==> src/rtl/sfe_pkg.sv <==
package sfe_pkg;
    typedef enum logic [1:0] {
        FMT_MASK  = 2'd0,
        FMT_COORD = 2'd1,
        FMT_RUN   = 2'd2,
        FMT_OFFS  = 2'd3
    } fmt_e;
endpackage

==> src/rtl/sfe_out_slot.sv <==
module sfe_out_slot #(
    parameter int W = 8
) (
    input  logic         clk,
    input  logic         rst_n,
    input  logic         load,
    input  logic [W-1:0] load_data,
    input  logic         ready,
    output logic         valid,
    output logic [W-1:0] data,
    output logic         free
);
    typedef struct packed {
        logic         v;
        logic [W-1:0] d;
    } slot_t;

    slot_t st_d, st_q;

    always_comb begin
        st_d = st_q;
        if (st_q.v && ready) st_d.v = 1'b0;
        if (load) begin
            st_d.v = 1'b1;
            st_d.d = load_data;
        end
    end

    always_ff @(posedge clk or negedge rst_n) begin
        if (!rst_n) st_q <= '0;
        else        st_q <= st_d;
    end

    assign valid = st_q.v;
    assign data  = st_q.d;
    assign free  = !st_q.v || ready;


    slot_hold_chk: assert property (@(posedge clk) disable iff (!rst_n)
        (valid && !ready) |=> (valid && $stable(data)));
endmodule

==> src/rtl/sfe_elem_gen.sv <==
module sfe_elem_gen
    import sfe_pkg::*;
#(
    parameter int FIBER_LEN = 16,
    parameter int VAL_W     = 8,
    parameter int FIELD_W   = 4,
    parameter int IDX_W     = 4,
    parameter int CNT_W     = 5,
    parameter int META_W    = 16
) (
    input  fmt_e                 fmt,
    input  logic [VAL_W-1:0]     data,
    input  logic                 last,
    input  logic [IDX_W-1:0]     pos,
    input  logic [CNT_W-1:0]     cnt,
    input  logic [FIELD_W-1:0]   run,
    input  logic [FIBER_LEN-1:0] mask,
    output logic                 nz,
    output logic                 pay_load,
    output logic [VAL_W-1:0]     pay_word,
    output logic                 meta_load,
    output logic [META_W-1:0]    meta_word,
    output logic [FIELD_W-1:0]   run_next,
    output logic [FIBER_LEN-1:0] mask_next
);
    localparam logic [FIELD_W-1:0] RUN_MAX = '1;

    always_comb begin
        nz        = |data;
        pay_load  = nz;
        pay_word  = data;
        meta_load = 1'b0;
        meta_word = '0;
        run_next  = run;
        mask_next = mask;
        case (fmt)
            FMT_MASK: begin
                if (nz) mask_next = mask | ({{(FIBER_LEN-1){1'b0}}, 1'b1} << pos);
                meta_load = last;
                meta_word = META_W'(mask_next);
            end
            FMT_COORD: begin
                meta_load = nz;
                meta_word = META_W'(pos);
            end
            FMT_RUN: begin
                if (nz) begin
                    meta_load = 1'b1;
                    meta_word = META_W'(run);
                    run_next  = '0;
                end else if (run == RUN_MAX) begin
                    pay_load  = 1'b1;
                    pay_word  = '0;
                    meta_load = 1'b1;
                    meta_word = META_W'(RUN_MAX);
                    run_next  = '0;
                end else begin
                    run_next = run + 1'b1;
                end
            end
            default: begin
                meta_load = 1'b1;
                meta_word = META_W'(cnt);
            end
        endcase
    end
endmodule

==> src/rtl/sparse_fiber_encoder.sv <==
module sparse_fiber_encoder
    import sfe_pkg::*;
#(
    parameter int  FIBER_LEN = 16,
    parameter int  VAL_W     = 8,
    parameter int  FIELD_W   = 4,
    localparam int CNT_W     = $clog2(FIBER_LEN + 1),
    localparam int META_W    = (FIBER_LEN > FIELD_W) ? FIBER_LEN : FIELD_W
) (
    input  logic              clk,
    input  logic              rst_n,
    input  logic [1:0]        fmt_sel,
    input  logic              in_valid,
    output logic              in_ready,
    input  logic [VAL_W-1:0]  in_data,
    input  logic              in_last,
    output logic              pay_valid,
    input  logic              pay_ready,
    output logic [VAL_W-1:0]  pay_data,
    output logic              meta_valid,
    input  logic              meta_ready,
    output logic [META_W-1:0] meta_data,
    output logic              done,
    output logic [CNT_W-1:0]  occ_count
);
    localparam int IDX_W = (FIBER_LEN > 1) ? $clog2(FIBER_LEN) : 1;

    typedef struct packed {
        logic [IDX_W-1:0]     pos;
        logic [CNT_W-1:0]     cnt;
        logic [FIELD_W-1:0]   run;
        logic [FIBER_LEN-1:0] mask;
        fmt_e                 fmt;
        logic                 pend;
        logic                 done;
        logic [CNT_W-1:0]     occ;
    } enc_t;

    enc_t st_d, st_q;

    logic                 pay_free, meta_free, fire;
    fmt_e                 fmt_eff;
    logic                 g_nz, g_pay_load, g_meta_load;
    logic [VAL_W-1:0]     g_pay_word;
    logic [META_W-1:0]    g_meta_word;
    logic [FIELD_W-1:0]   g_run_next;
    logic [FIBER_LEN-1:0] g_mask_next;
    logic                 pay_ld, meta_ld;
    logic [META_W-1:0]    meta_in;
    logic [CNT_W-1:0]     cnt_inc;

    assign in_ready = pay_free && meta_free && !st_q.pend;
    assign fire     = in_valid && in_ready;
    assign fmt_eff  = (st_q.pos == '0) ? fmt_e'(fmt_sel) : st_q.fmt;
    assign cnt_inc  = st_q.cnt + CNT_W'(g_nz);

    sfe_elem_gen #(
        .FIBER_LEN(FIBER_LEN), .VAL_W(VAL_W), .FIELD_W(FIELD_W),
        .IDX_W(IDX_W), .CNT_W(CNT_W), .META_W(META_W)
    ) u_gen (
        .fmt(fmt_eff), .data(in_data), .last(in_last),
        .pos(st_q.pos), .cnt(st_q.cnt), .run(st_q.run), .mask(st_q.mask),
        .nz(g_nz), .pay_load(g_pay_load), .pay_word(g_pay_word),
        .meta_load(g_meta_load), .meta_word(g_meta_word),
        .run_next(g_run_next), .mask_next(g_mask_next)
    );

    assign pay_ld  = fire && g_pay_load;
    assign meta_ld = (fire && g_meta_load) || (st_q.pend && meta_free);
    assign meta_in = st_q.pend ? META_W'(st_q.occ) : g_meta_word;

    sfe_out_slot #(.W(VAL_W)) u_pay (
        .clk(clk), .rst_n(rst_n), .load(pay_ld), .load_data(g_pay_word),
        .ready(pay_ready), .valid(pay_valid), .data(pay_data), .free(pay_free)
    );

    sfe_out_slot #(.W(META_W)) u_meta (
        .clk(clk), .rst_n(rst_n), .load(meta_ld), .load_data(meta_in),
        .ready(meta_ready), .valid(meta_valid), .data(meta_data), .free(meta_free)
    );

    always_comb begin
        st_d      = st_q;
        st_d.done = 1'b0;
        if (st_q.pend && meta_free) begin
            st_d.pend = 1'b0;
            st_d.done = 1'b1;
        end
        if (fire) begin
            st_d.fmt = fmt_eff;
            if (in_last) begin
                st_d.occ  = cnt_inc;
                st_d.pos  = '0;
                st_d.cnt  = '0;
                st_d.run  = '0;
                st_d.mask = '0;
                if (fmt_eff == FMT_OFFS) st_d.pend = 1'b1;
                else                     st_d.done = 1'b1;
            end else begin
                st_d.pos  = st_q.pos + 1'b1;
                st_d.cnt  = cnt_inc;
                st_d.run  = g_run_next;
                st_d.mask = g_mask_next;
            end
        end
    end

    always_ff @(posedge clk or negedge rst_n) begin
        if (!rst_n) st_q <= '0;
        else        st_q <= st_d;
    end

    assign done      = st_q.done;
    assign occ_count = st_q.occ;


    stall_pay_chk: assert property (@(posedge clk) disable iff (!rst_n)
        (pay_valid && !pay_ready) |-> !in_ready);

    stall_meta_chk: assert property (@(posedge clk) disable iff (!rst_n)
        (meta_valid && !meta_ready) |-> !in_ready);

    occ_bound_chk: assert property (@(posedge clk) disable iff (!rst_n)
        done |-> (occ_count <= CNT_W'(FIBER_LEN)));

    zero_pay_chk: assert property (@(posedge clk) disable iff (!rst_n)
        (pay_valid && pay_data == '0) |-> (st_q.fmt == FMT_RUN));
endmodule

==> config.mk <==
export PLATFORM = sky130hd
export DESIGN_NAME = sparse_fiber_encoder
export DESIGN_NICKNAME = d
export VERILOG_FILES = /design/src/rtl/sfe_pkg.sv /design/src/rtl/sfe_out_slot.sv /design/src/rtl/sfe_elem_gen.sv /design/src/rtl/sparse_fiber_encoder.sv
export SDC_FILE = /design/constraint.sdc
export NUM_CORES = 1
export LEC_CHECK = 0
export ABC_AREA = 1
export BUFFER_PORTS_ARGS = -buffer_cell sky130_fd_sc_hd__buf_2
export CORE_ASPECT_RATIO = 1.1
export CORE_MARGIN = 2
export CORE_UTILIZATION = 59
export CTS_BUF_LIST = sky130_fd_sc_hd__clkbuf_8
export CTS_CLUSTER_DIAMETER = 40
export DETAILED_ROUTE_END_ITERATION = 8
export PLACE_DENSITY = 0.89
export SLEW_MARGIN = 20
export SYNTH_ARGS = -nofsm -noshare
export SYNTH_HDL_FRONTEND = slang
export SYNTH_SLANG_ARGS = --single-unit
==> constraint.sdc <==
create_clock -name clk -period 2.8 [get_ports clk]
set_clock_uncertainty 0.15 [all_clocks]
set_input_delay 0.28 -clock clk [delete_from_list [all_inputs] [get_ports clk]]
set_output_delay 0.28 -clock clk [all_outputs]
set_load 0.005 [all_outputs]
* After elaboration in Yosys (flattened, before gate mapping)
Index checks and enable logic that the tools add are counted.
Word-level totals: register bits after elaboration 64, input bits 16, output and inout bits 33
Cells by class: add/subtract/negate cells 3, equality and inequality tests 4, shift operators 1, multiplexer cells 27, bitwise gates (word level) 1, reduce and logical (&&, ||, !) cells 24
Operators by type and width (count):
- 16-bit 2-to-1 mux | 3
- 16-bit case mux with 3 select lines | 1
- 29-bit 2-to-1 mux | 1
- 8-bit 2-to-1 mux | 3
- 4-bit 2-to-1 mux | 5
- 17-bit 2-to-1 mux | 1
- 16-bit OR | 1
- 1-bit by 4-bit left shift with 16-bit output, first input constant | 1
- 7-bit 2-to-1 mux | 2
- 9-bit 2-to-1 mux | 1
- 4-bit by 1-bit adder with 4-bit output, second input constant | 2
- 1-bit logical AND | 8
- 2-bit nonzero test | 4
- 8-bit OR reduction | 1
- 1-bit 2-to-1 mux | 7
- 2-bit AND reduction | 3
- 5-bit by 1-bit adder with 5-bit output | 1
- 2-bit equality test, second input constant | 2
- 4-bit equality test, second input constant | 1
- 4-bit zero test | 1
- 2-bit 2-to-1 mux | 2
- 1-bit zero test | 3
- 1-bit logical OR | 3
- 1-bit case mux with 3 select lines | 1
- 2 further kinds | 2

* Depth between registers and ports, before layout
word-level depth 8, mapped depth 14

* Hierarchy
A second synthesis with hierarchy kept.
Second synthesis, totals: cell total of the unflattened synthesis 507, area, all modules 3644.7 sq um
By module, submodules not included:
- sparse_fiber_encoder | times used 1, cells an instance 233, area an instance 1833.0 sq um
- sfe_elem_gen | times used 1, cells an instance 164, area an instance 794.5 sq um
- sfe_out_slot at u_meta | times used 1, cells an instance 72, area an instance 675.6 sq um
- sfe_out_slot at u_pay | times used 1, cells an instance 38, area an instance 341.6 sq um

* Least setup slack after synthesis
No wires, ideal clock.
kind register to register, from register st_q[34] in the netlist's numbering, to register u_meta.st_q (netlist bit u_meta.data[6]), setup time 118 ps, arrival 1847 ps, data required time 2532 ps, setup slack 685 ps, stages on the path, launching flop included 15, path buffers 1, cells stage by stage dfrtp_1 inv_1 ha_1 nand3_4 nand2_2 nand2_4 nand2_2 inv_2 nor2_2 nand2_4 nand2_8 nand2_8 buf_8 nand2_2 nand2_1
On the way: longest elaborated chain between the ends 6
RTL lines:
- start: declaration | line sparse_fiber_encoder.sv:39 | enc_t st_d, st_q;
- start signal: assignment | line sparse_fiber_encoder.sv:110 | else st_q <= st_d;
- 4-bit zero test | line sparse_fiber_encoder.sv:54 | assign fmt_eff = (st_q.pos == '0) ? fmt_e'(fmt_sel) : st_q.fmt;
- 2-bit 2-to-1 mux | line sparse_fiber_encoder.sv:54
- 2-bit equality test, or another cell as far along | line sfe_elem_gen.sv:36 | case (fmt)
- 1-bit case mux with 3 select lines | line sfe_elem_gen.sv:36
- 1-bit logical AND | line sparse_fiber_encoder.sv:69 | assign meta_ld = (fire && g_meta_load) || (st_q.pend && meta_free);
- 1-bit logical OR | line sparse_fiber_encoder.sv:69
- end signal: assignment | line sfe_out_slot.sv:31 | else st_q <= st_d;
- end: declaration | line sfe_out_slot.sv:18 | slot_t st_d, st_q;
Parallel ways exist; a longest one is shown, timed or not. A chain may end at the register's enable or synchronous reset.

* Worst setup path in the final report
from input in_data[5], to register u_meta.st_q (netlist bit u_meta.data[0])
On the way: longest elaborated chain between the ends 5
RTL lines:
- start: declaration | line sparse_fiber_encoder.sv:15 | input logic [VAL_W-1:0] in_data,
- 8-bit OR reduction (*) | line sfe_elem_gen.sv:29 | nz = |data;
- 1-bit 2-to-1 mux | line sfe_elem_gen.sv:47 | if (nz) begin
- 1-bit case mux with 3 select lines | line sfe_elem_gen.sv:36
- 1-bit logical AND | line sparse_fiber_encoder.sv:69
- 1-bit logical OR | line sparse_fiber_encoder.sv:69
Every way passes the cells marked *; elsewhere a longest branch is shown, timed or not.

==> metrics.cfg <==
[floorplan]
ios=49
die_x_um=76.6
fp-row-count=29
die_h_um=83.8
core_um2=5700
initial_core_util=0.600
dieArea_um2=6420

[synthesis]
ys_warn_count=0
async_reset_ff_frac=1.00
ys_types=36
avgSynthCellArea_um2=8.36
synth_edf_count=0
yosys-top-cells-area=dfrtp_1, nand2_1, inv_1
syn-num-nets=434
syn_area_um2=3420
yosysTopAreaCell=dfrtp_1
syn_inst=409
yosysSeqAreaShare=0.468
synth_top_area_share=0.468
synthFlopType=dfrtp_1
ys_ff_latch=64

[sta]
hold_viol=0
tightest_slew_ps=845
period_minus_slack_ps=2390
slew_viol_final=0
slew_headroom=0.436
fmax_ghz=0.418
rsz0062_at_grt=no
timing.setup.tns_ps=0
hold_ws_ps=3.48
setup_viol=0
fin_crit_sh=0.855

[global_route]
grt_overflow=0
grt_max_degree=38
antenna_found_initial=0
grt_pass1_wl_mm=14.1
grt_pass1_vias=2991
grt_usage=0.279

[detailed_routing]
drc=0
via_count=3100
routed_wl_mm=8.11
drt_iter0_markers=335
viasPerCell=5.75
postRouteAntennaNets=0
post_drt_wl_per_cell_um=15.0
firstDrtPassIters=5

[outcome]
outcome=complete, no violations

[cells_and_area]
final_common_cell=nand2_1
stdcell_area_um2=3940
final_cell_mix=nand2_1, dfrtp_1, buf_2
nNetsFinal=482
area_growth_pct=15.1
drive_gt1_frac=0.227
antennaDiodeCount=0

[cts]
cts_root_buf=clkbuf_8
numCtsBuffers=9
cts-htree-levels=3
tritoncts=yes
clk_pin_slew_ps=80
clk_latency_ps=350
clockBufferDepth=2
clock_sinks=64
cts_resized=0

[critical_path]
critical-path-top-delay-family=simple AND/OR/NAND/NOR gates
end_kind=flip-flop
cp_slowest_cell=dlygate4sd3_1
critPathLaunchType=input port
cp.required_ps=2900
path_buf_inv=3
crit_chain=dlygate4sd3_1 -> buf_2 -> nor2_1 -> nand4_2 -> nor2_1 -> inv_1 -> nand2_2 -> nand2_4 -> nand2_8 -> nand2_8 -> nand2_1 -> nand2_1
worstSetupPathType=in2reg
max_stage_delay_ps=540
cp.arrival_ps=2490
crit_fanout=18

[placed_design]
portBuffers=48
place_area_um2=3660
dp_hpwl_mm=5.61
gp_congestion=0.872

[power]
leakage_nw=2.02
powerDensity_nw_per_um2=952
peakVddDrop_mv=0.440

[run]
maxCapViolCount=0

[worst_hold_path]
hold_path.class=in2reg

path summary, 6_finish.rpt:
| check | from | endpoint | slack, ps | cells after the start |
|---|---|---|---|---|
| worst max-delay path | in_data[5] | u_meta.data[0] | 410 | 12 |
| worst min-delay path | in_data[4] | u_pay.data[4] | 3 | 3 |
| worst max register to register | st_q[34] | u_meta.data[0] | 410 | 13 |
| worst min register to register | u_pay.data[3] | u_pay.data[3] | 330 | 2 |
| max in group asynchronous | rst_n | u_pay.data[5] | 1370 | 3 |
| min in group asynchronous | rst_n | st_q[29] | 410 | 2 |
cell type report:
class / count / area [um2]
fillers: 434 / 1760
clock inverters: 7 / 119
clock buffers: 9 / 124
well taps: 77 / 96.3
multi-input cells: 277 / 1500
flip-flops and latches: 64 / 1600
inverters: 50 / 191
repair buffers: 55 / 300
synth_stat cells, types with 6 or more instances:
master	n
inv_1	43
a31oi_1	6
o21ai_0	29
nand2_1	106
o21ai_1	7
ha_1	9
o22ai_1	9
nand2_2	15
a211oi_1	11
buf_4	6
nand3_1	28
nor2_1	23
dfrtp_1	64
stage by stage:
stage / util / instances / setup WS (ps) / total power [mW]
floorplan: - / 409 / 685 / 2.39
global placement: 0.643 / 520 / 568 / 2.66
detailed placement: 0.643 / 520 / 443 / 2.72
CTS: 0.691 / 539 / 426 / 3.71
global route: 0.691 / 539 / 259 / 3.98
finish: 0.691 / 539 / 406 / 3.75
worst reg2reg max path: stages (launching register included):
cell     delay, ps
dfrtp_1        430
inv_1          150
ha_1           350
nand3_4        140
nand2_2         90
nand2_4         90
nand2_2        170
inv_2           70
nor2_2         130
nand2_4         80
nand2_8        130
nand2_8        130
nand2_1        130
nand2_1         50
sequential cells by signal, indices dropped and copies added, names as in the netlist:
signal and cells:
occ_count 5, done 1, u_pay.valid 1, u_meta.data 16, u_pay.data 8, st_q 32
u_meta.valid 1
cell families after synthesis:
logic type      count (synthesis)  share of synthesized area
buf+inv                        68                     0.0918
compound gates                 72                      0.127
fa+ha+maj                       9                     0.0329
xor+xnor                        3                    0.00769
flops                          64                      0.468
simple gates                  193                      0.273
layer usage:
layer | routed length (um) | vias up | global-route usage
met2 | 4160 | 128 | 0.471
met4 | 255 | 0 | 0.134
met3 | 464 | 37 | 0.0519
met1 | 3230 | 1496 | 0.345
met5 | 0 | - | 0
li1 | - | 1439 | -
where the power goes:
group | internal [mW] | leakage, nW | total, mW | switching, mW
Combinational | 0.486 | 1.05 | 1.48 | 0.989
Clock | 0.592 | 0.116 | 0.984 | 0.392
Sequential | 1.12 | 0.859 | 1.29 | 0.170
Total | 2.19 | 2.02 | 3.75 | 1.55
repair_timing:
action | CTS | global route
hold endpoints to repair | 37 | 0
hold buffers | 3 | 0
buffers inserted | 0 | 0
No activity file was read; power rests on OpenSTA's default activity.
